===== src/rtl/wr_combine_buf.sv =====
module wr_combine_buf #(
  parameter int DEPTH = 4,
  parameter int AW    = 30,
  parameter int DW    = 32
) (
  input  logic            clk,
  input  logic            rst_n,
  input  logic            st_valid,
  output logic            st_ready,
  input  logic [AW-1:0]   st_addr,
  input  logic [DW/8-1:0] st_be,
  input  logic [DW-1:0]   st_data,
  output logic            mem_valid,
  input  logic            mem_ready,
  output logic [AW-1:0]   mem_addr,
  output logic [DW/8-1:0] mem_be,
  output logic [DW-1:0]   mem_data,
  input  logic            rd_valid,
  input  logic [AW-1:0]   rd_addr,
  output logic            rd_done,
  output logic            full,
  output logic            empty
);
  localparam int BW = DW / 8;
  localparam int PW = $clog2(DEPTH);
  localparam int CW = $clog2(DEPTH + 1);

  logic [DEPTH-1:0] ent_vld;
  logic [AW-1:0]    ent_addr [DEPTH];
  logic [BW-1:0]    ent_be   [DEPTH];
  logic [DW-1:0]    ent_data [DEPTH];
  logic [PW-1:0]    head, tail;
  logic [CW-1:0]    count;

  logic          mrg_hit;
  logic [PW-1:0] mrg_idx;
  logic          rd_match;
  logic          take, push, merge, pop;

  always_comb begin
    mrg_hit = 1'b0;
    mrg_idx = '0;
    for (int i = 0; i < DEPTH; i++) begin
      if (!mrg_hit && ent_vld[i] && head != PW'(i) && ent_addr[i] == st_addr) begin
        mrg_hit = 1'b1;
        mrg_idx = PW'(i);
      end
    end
  end

  always_comb begin
    rd_match = 1'b0;
    for (int i = 0; i < DEPTH; i++)
      if (ent_vld[i] && ent_addr[i] == rd_addr) rd_match = 1'b1;
  end

  assign full      = (count == CW'(DEPTH));
  assign empty     = (count == '0);
  assign st_ready  = !rd_valid && (mrg_hit || !full);
  assign take      = st_valid && st_ready && (|st_be);
  assign push      = take && !mrg_hit;
  assign merge     = take && mrg_hit;
  assign mem_valid = !empty;
  assign pop       = mem_valid && mem_ready;
  assign mem_addr  = ent_addr[head];
  assign mem_be    = ent_be[head];
  assign mem_data  = ent_data[head];
  assign rd_done   = rd_valid && !rd_match;

  function automatic logic [PW-1:0] nxt(input logic [PW-1:0] p);
    return (p == PW'(DEPTH - 1)) ? '0 : p + 1'b1;
  endfunction

  always_ff @(posedge clk or negedge rst_n) begin
    if (!rst_n) begin
      ent_vld <= '0;
      head    <= '0;
      tail    <= '0;
      count   <= '0;
      for (int i = 0; i < DEPTH; i++) begin
        ent_addr[i] <= '0;
        ent_be[i]   <= '0;
        ent_data[i] <= '0;
      end
    end else begin
      if (pop) begin
        ent_vld[head] <= 1'b0;
        head          <= nxt(head);
      end
      if (push) begin
        ent_vld[tail]  <= 1'b1;
        ent_addr[tail] <= st_addr;
        ent_be[tail]   <= st_be;
        ent_data[tail] <= st_data;
        tail           <= nxt(tail);
      end
      if (merge) begin
        ent_be[mrg_idx] <= ent_be[mrg_idx] | st_be;
        for (int b = 0; b < BW; b++)
          if (st_be[b]) ent_data[mrg_idx][8*b +: 8] <= st_data[8*b +: 8];
      end
      count <= count + CW'(push) - CW'(pop);
    end
  end

  p_hold_stable_r3: assert property (@(posedge clk) disable iff (!rst_n)
    mem_valid && !mem_ready |=> mem_valid && $stable(mem_addr) && $stable(mem_be) && $stable(mem_data));

  p_full_keeps_r6: assert property (@(posedge clk) disable iff (!rst_n)
    full && st_valid && st_ready && !mem_ready |=> full);

  p_no_empty_write_r7: assert property (@(posedge clk) disable iff (!rst_n)
    mem_valid |-> mem_be != '0);

  p_idle_when_empty_r10: assert property (@(posedge clk) disable iff (!rst_n)
    empty |-> !mem_valid);

  p_done_sticks_r8: assert property (@(posedge clk) disable iff (!rst_n)
    rd_valid && rd_done |=> !rd_valid || rd_done || !$stable(rd_addr));

endmodule


===== config.mk =====
export PLATFORM = sky130hd
export DESIGN_NAME = wr_combine_buf
export DESIGN_NICKNAME = d
export VERILOG_FILES = /design/src/rtl/wr_combine_buf.sv
export SDC_FILE = /design/constraint.sdc
export NUM_CORES = 1
export LEC_CHECK = 0
export ABC_AREA = 1
export BUFFER_PORTS_ARGS = -buffer_cell sky130_fd_sc_hd__buf_2
export CELL_PAD_IN_SITES_DETAIL_PLACEMENT = 1
export CELL_PAD_IN_SITES_GLOBAL_PLACEMENT = 1
export CORE_MARGIN = 1.5
export CORE_UTILIZATION = 35
export DETAILED_ROUTE_END_ITERATION = 12
export PLACE_DENSITY_LB_ADDON = 0.15
export SETUP_SLACK_MARGIN = 0.4
export SYNTH_ARGS = -nofsm -noshare
export SYNTH_HDL_FRONTEND = slang
export SYNTH_SLANG_ARGS = --single-unit

===== constraint.sdc =====
create_clock -name clk -period 5.3 [get_ports clk]
set_input_delay 0.265 -clock clk [delete_from_list [all_inputs] [get_ports clk]]
set_output_delay 0.265 -clock clk [all_outputs]
set_load 0.01 [all_outputs]

## Word level (Yosys, flattened, before mapping)

Index checks and enable logic that the tools add are counted.

| storage, ports and cells | value |
|---|---|
| output and inout bits | 71 |
| bits in registers | 275 |
| bits of input ports | 101 |
| logic and storage cells | 154 |

| operators by class | value |
|---|---|
| order comparisons | 9 |
| equality and inequality tests | 14 |
| add/sub/neg operators | 4 |
| reduce and logical (&&, ||, !) cells | 38 |
| bitwise gates (word level) | 7 |
| muxes and demuxes | 66 |

Operators by type and width:

| kind | count |
|---|---|
| two-way mux 128 bit | 9 |
| bitwise mux 128 bit | 5 |
| demux 32 bit (select 2 bit) | 5 |
| == test 30 bit | 8 |
| two-way mux 32 bit | 4 |
| bitwise mux 120 bit | 1 |
| two-way mux 30 bit | 3 |
| binary-select mux 32 bit (select 2 bit) | 1 |
| binary-select mux 30 bit (select 2 bit) | 1 |
| demux 30 bit (select 2 bit) | 1 |
| two-way mux 16 bit | 3 |
| bitwise mux 16 bit | 2 |
| two-way mux 4 bit | 8 |
| logical AND 1 bit | 26 |
| two-way mux 24 bit | 1 |
| binary-select mux 4 bit (select 2 bit) | 2 |
| demux 4 bit (select 2 bit) | 2 |
| two-way mux 1 bit | 11 |
| >= comparator 3 bit (second input constant) | 3 |
| NOT 2 -> 3 bit | 3 |
| logical NOT 1 bit | 8 |
| two-way mux 2 bit | 4 |
| two-way mux 8 bit | 1 |
| bitwise OR 4 bit | 2 |
| other kinds (17) | 24 |

## Longest topological paths before layout

| logic depth | value |
|---|---|
| word-level depth | 37 |
| gate-level depth with buffers | 25 |
| mapped depth without buffers | 20 |

## Worst setup path after synthesis

Ideal clock, no wire load.

| path | value |
|---|---|
| path kind | reg-to-reg |
| start point | reg head[0] |
| end point | reg count[2] |
| clock period less this slack | 3.822 ns |
| library setup time | 0.129 ns |
| path buffers | 5 |
| required time | 5.171 ns |
| slack | 1.478 ns |
| stages on the path, launching flop included | 26 |
| arrival time | 3.693 ns |
| path through | dfrtp_1 > clkbuf_1 > inv_1 > clkbuf_1 > clkbuf_1 > ha_1 > inv_1 > nand2_1 > nor2_1 > nand3_1 > nor2_1 > nand2_1 > nor2_2 > nand2_4 > nand2_4 > nor2_4 > nand4_4 > buf_8 > buf_2 > ha_1 > inv_1 > ha_1 > inv_1 > fa_1 > xnor2_1 > xor2_1 |

| on the way | value |
|---|---|
| cells in the longest elaborated chain, start to end | 26 |
| elaborated cells between the ends (all ways) | 30 |
| classes of those cells | 2 x add/sub; 3 x eq/ne; 4 x mux; 21 x reduce/logical |

Ends and longest elaborated chain:

| element | RTL line | source |
|---|---|---|
| from (decl) | 32 | `logic [PW-1:0] head, tail;` |
| from (signal assigned) | 88 | `head <= nxt(head);` |
| nonzero test 2 bit | 44 | `if (!mrg_hit && ent_vld[i] && head != PW'(i) && ent_addr[i] == st_addr) begin` |
| logical AND 1 bit (2 in a row) | 44 |  |
| two-way mux 1 bit | 44 |  |
| logical NOT 1 bit | 44 |  |
| logical AND 1 bit (3 in a row) | 44 |  |
| two-way mux 1 bit | 44 |  |
| logical NOT 1 bit | 44 |  |
| logical AND 1 bit (3 in a row) | 44 |  |
| [2 not listed] | n/a |  |
| logical AND 1 bit (3 in a row) | 44 |  |
| two-way mux 1 bit * | 44 |  |
| logical OR 1 bit | 59 | `assign st_ready = !rd_valid && (mrg_hit \|\| !full);` |
| logical AND 1 bit | 59 |  |
| logical AND 1 bit (2 in a row) | 60 | `assign take = st_valid && st_ready && (\|st_be);` |
| logical AND 1 bit * | 61 | `assign push = take && !mrg_hit;` |
| adder 3 x 1 -> 3 bit * | 102 | `count <= count + CW'(push) - CW'(pop);` |
| subtractor 3 x 1 -> 3 bit * | 102 |  |
| to (signal assigned) | 102 |  |
| to (decl) | 33 | `logic [CW-1:0] count;` |

Mark *: on every way between the ends. The rest lies on a longest branch, timed or not.
A chain may end at the register's enable or synchronous reset.

## Worst setup path after layout

Ends and elaborated chain as after synthesis.

==> out/results.tsv <==
metric	value	unit
syn-num-nets	2810	
root_buffer	clkbuf_16	
synth_edf_count	0	
critPathKind	reg -> reg	
vias_per_cell	5.54	
numCtsBuffers	38	
drc	0	
reg2regPathDepth	20	
drive_above_1_share	12.0	%
grt_use_total	36.9	%
wl	97.1	mm
cp_max_fo	45	
netlist_instances	2698	
worst_slew_pin_slew	958	ps
cp.required	5820	ps
synth_top_area_share	38.1	%
clock-sinks	275	
synth-simple-area-share	34.7	%
coreArea	51100	um^2
rows	83	
post_cts_buffers	0	
start_kind	flip-flop	
synth_area_leaders	dfrtp_1 (38%), nand2_1 (19%), o21ai_0 (7.3%), nor2_1 (5.0%), nand3_1 (5.0%)	
wl_per_cell	27.4	um
worst_path_largest_cell_delay	960	ps
path_cells	inv_4 > ha_1 > inv_1 > nand2_1 > nor2_1 > nand3_1 > nor2_1 > nand2_1 > nor2_2 > nand2_4 > nand2_4 > nor2_4 > nand4_4 > ha_1 > inv_1 > ha_1 > inv_1 > fa_1 > xnor2_1 > xor2_1	
synth-seq-cells	275	
slowest_stage	dfrtp_4	
synth.most_common_cell	nand2_1	
synth.cell_area	18000	um^2
status	finished clean	
grt_overflow	0	
grt_max_degree	119	
grt_setup_unrepaired	false	
cpLargestDelayFamily	adder cells	
ys_top_cells_by_count	nand2_1 (937), dfrtp_1 (275), o21ai_0 (264)	
p_per_area	665	nW/um^2
yosys.area.top_type	dfrtp_1	
finalSetupTns	0	ps
dr.pass1.iters	5	
num_vias	19600	
synth-xor-area-share	3.15	%
holdPathStages	3	
ioPinCount	172	
setup_viol	0	
clk_latency	600	ps
r2r_end	count[2]	
postRouteAntennaNets	0	
place_congestion	1.07	
grt_pass1_vias	20400	
hold_viol	0	
slew_violations	0	
synthMuxAreaShare	0	%
fin_cells	3541	
clk_pin_slew_worst_paths	60	ps
rrSetupSlack	1010	ps
cts-htree-levels	2	
end_kind	flip-flop	
area.growth.synth_to_final	15.8	%
finClkSkew	30.6	ps
drv_cap	0	
cts_tree	yes	
post-route-period-util	80.9	%
die_x	230	um
min_period	4290	ps
worstPathArrival	4810	ps
die_area	52900	um^2
ys_seq_area_share	38.1	%
grt_pass1_wl	142	mm
fin_nets	2946	
synth-compound-area-share	14.0	%
synth-async-reset-ratio	100	%
synthAdderAreaFrac	0.804	%
synth_cell_type_count	45	
synth-warning-count	0	
leakagePower	10.5	nW
antenna_found_initial	3	
holdPathEnd	ent_addr[102]	
dominantRegCellSynth	dfrtp_1	
min-delay-start	st_addr[12]	
fmaxAchievable	233	MHz
r2r-start	head[0]	
syn_avg_cell_area	6.69	um^2
hold_class	in -> reg	
synth_top_family_by_area	simple AND/OR/NAND/NOR gates	
clk_path_buf_depth	3	
ir_worst_vdd	0.000330	V
dieHeight	230	um
dp_hpwl	73.9	mm
max-slew-margin-rel	35.6	%
initial_utilization	35.3	%
numPortBuffers	171	
critPathLaunch	head[0]	
drt_iter0_markers	1495	
dpl.cell_count	3441	
crit_buf_inv	4	
[report_power, final]
| part | switching, mW | internal [mW] | total, mW | leakage [nW] |
|---|---|---|---|---|
| logic | 4.74 | 2.09 | 6.83 | 6.53 |
| registers | 1.25 | 3.13 | 4.38 | 3.39 |
| clock network | 1.08 | 1.61 | 2.69 | 0.625 |
| total | 7.07 | 6.83 | 13.9 | 10.5 |
[worst max-delay path by stage]
stage               endpoint  slack [ps]  cells after the start
floorplan           count[2]        1480                     25
global placement    count[2]        1100                     20
detailed placement  count[2]        1020                     20
CTS                 count[2]        1000                     20
global route        count[2]         620                     20
finish              count[2]        1010                     20
[kinds of logic after synthesis]
| group | count (synthesis) |
|---|---|
| buffers and inverters | 398 |
| and+or+nand+nor | 1481 |
| AOI/OAI and AO/OA | 469 |
| DFF | 275 |
| adders and majority gates | 11 |
| xor gates and xnor gates | 64 |
[worst reg2reg max path: cells and delay by family (launching register included)]
kind | cells | cell delay (ps)
fa+ha+maj | 4 | 1210
simple gates | 10 | 1120
flops | 1 | 960
buf+inv | 4 | 590
xor+xnor | 2 | 330
[through the flow]
step / total power, mW / area [um^2] / hold slack [ps] / setup WS (ps) / util (%)
after floorplan: 7.83 / 18000 / -30.6 / 1480 / -
after global placement: 10.9 / 19300 / 200 / 1100 / 37.8
after detailed placement: 11.1 / 19300 / 202 / 1020 / 37.8
after CTS: 13.8 / 20900 / 4.68 / 1000 / 40.9
after global routing: 14.7 / 20900 / 50.6 / 625 / 40.9
final: 13.9 / 20900 / 27.5 / 1010 / 40.9
[cells in the final DEF, fill, tap and decap left out, types with 3 or more instances in the layout]
| master | synthesis | layout |
|---|---|---|
| nor3_1 | 6 | 6 |
| o21ai_0 | 264 | 264 |
| dlygate4sd3_1 | 0 | 33 |
| nand2_4 | 14 | 14 |
| xor2_1 | 21 | 21 |
| ha_1 | 10 | 10 |
| nand3_1 | 179 | 179 |
| o2111ai_1 | 6 | 6 |
| o21bai_1 | 4 | 4 |
| nor2_1 | 241 | 241 |
| o221ai_1 | 3 | 3 |
| inv_1 | 234 | 232 |
| clkinv_2 | 0 | 6 |
| o22ai_1 | 91 | 91 |
| nor2_2 | 5 | 5 |
| nor4_1 | 20 | 20 |
| buf_4 | 20 | 17 |
| nand3b_1 | 3 | 3 |
| nor2_4 | 9 | 9 |
| bufinv_16 | 0 | 4 |
| nand4_1 | 35 | 35 |
| clkbuf_1 | 67 | 10 |
| dfrtp_1 | 275 | 274 |
| clkbuf_16 | 0 | 38 |
| a21oi_1 | 87 | 87 |
| o21ai_1 | 9 | 9 |
| xnor2_1 | 42 | 42 |
| buf_12 | 1 | 3 |
| nand2_2 | 23 | 23 |
| clkbuf_8 | 0 | 6 |
| inv_2 | 35 | 35 |
| nand2_1 | 937 | 937 |
| buf_2 | 32 | 170 |
[layout make-up]
type | count | area [um^2]
fillers | 6680 | 30200
multi-input cells | 2025 | 9490
flip-flops and latches | 275 | 6890
repair buffers | 224 | 1380
clock buffers | 54 | 1070
inverters | 270 | 1020
well taps | 680 | 851
clock inverters | 12 | 204
diodes | 1 | 2.50
[metal layers]
metal / vias up / share of wire, % / track usage, % / wire length [um]
met5: - / 0.032 / 0 / 31
met4: 4 / 5.9 / 19.7 / 5710
met3: 207 / 5.1 / 5.13 / 4970
met2: 634 / 48 / 62.3 / 46600
met1: 9829 / 41 / 45.5 / 39700
li1: 8954 / - / - / -
[flip-flops by register name, summed over array words and instances, names as in the netlist]
| register | flops |
|---|---|
| ent_addr | 120 |
| tail | 2 |
| ent_data | 128 |
| head | 2 |
| ent_vld | 4 |
| ent_be | 16 |
| count | 3 |
[timing repair]
item | in CTS | in global routing
endpoints found under the hold margin | 173 | 0
hold buffers | 33 | 0
resized for setup | 0 | 0
Note: power is estimated with default switching activity, not from simulation.
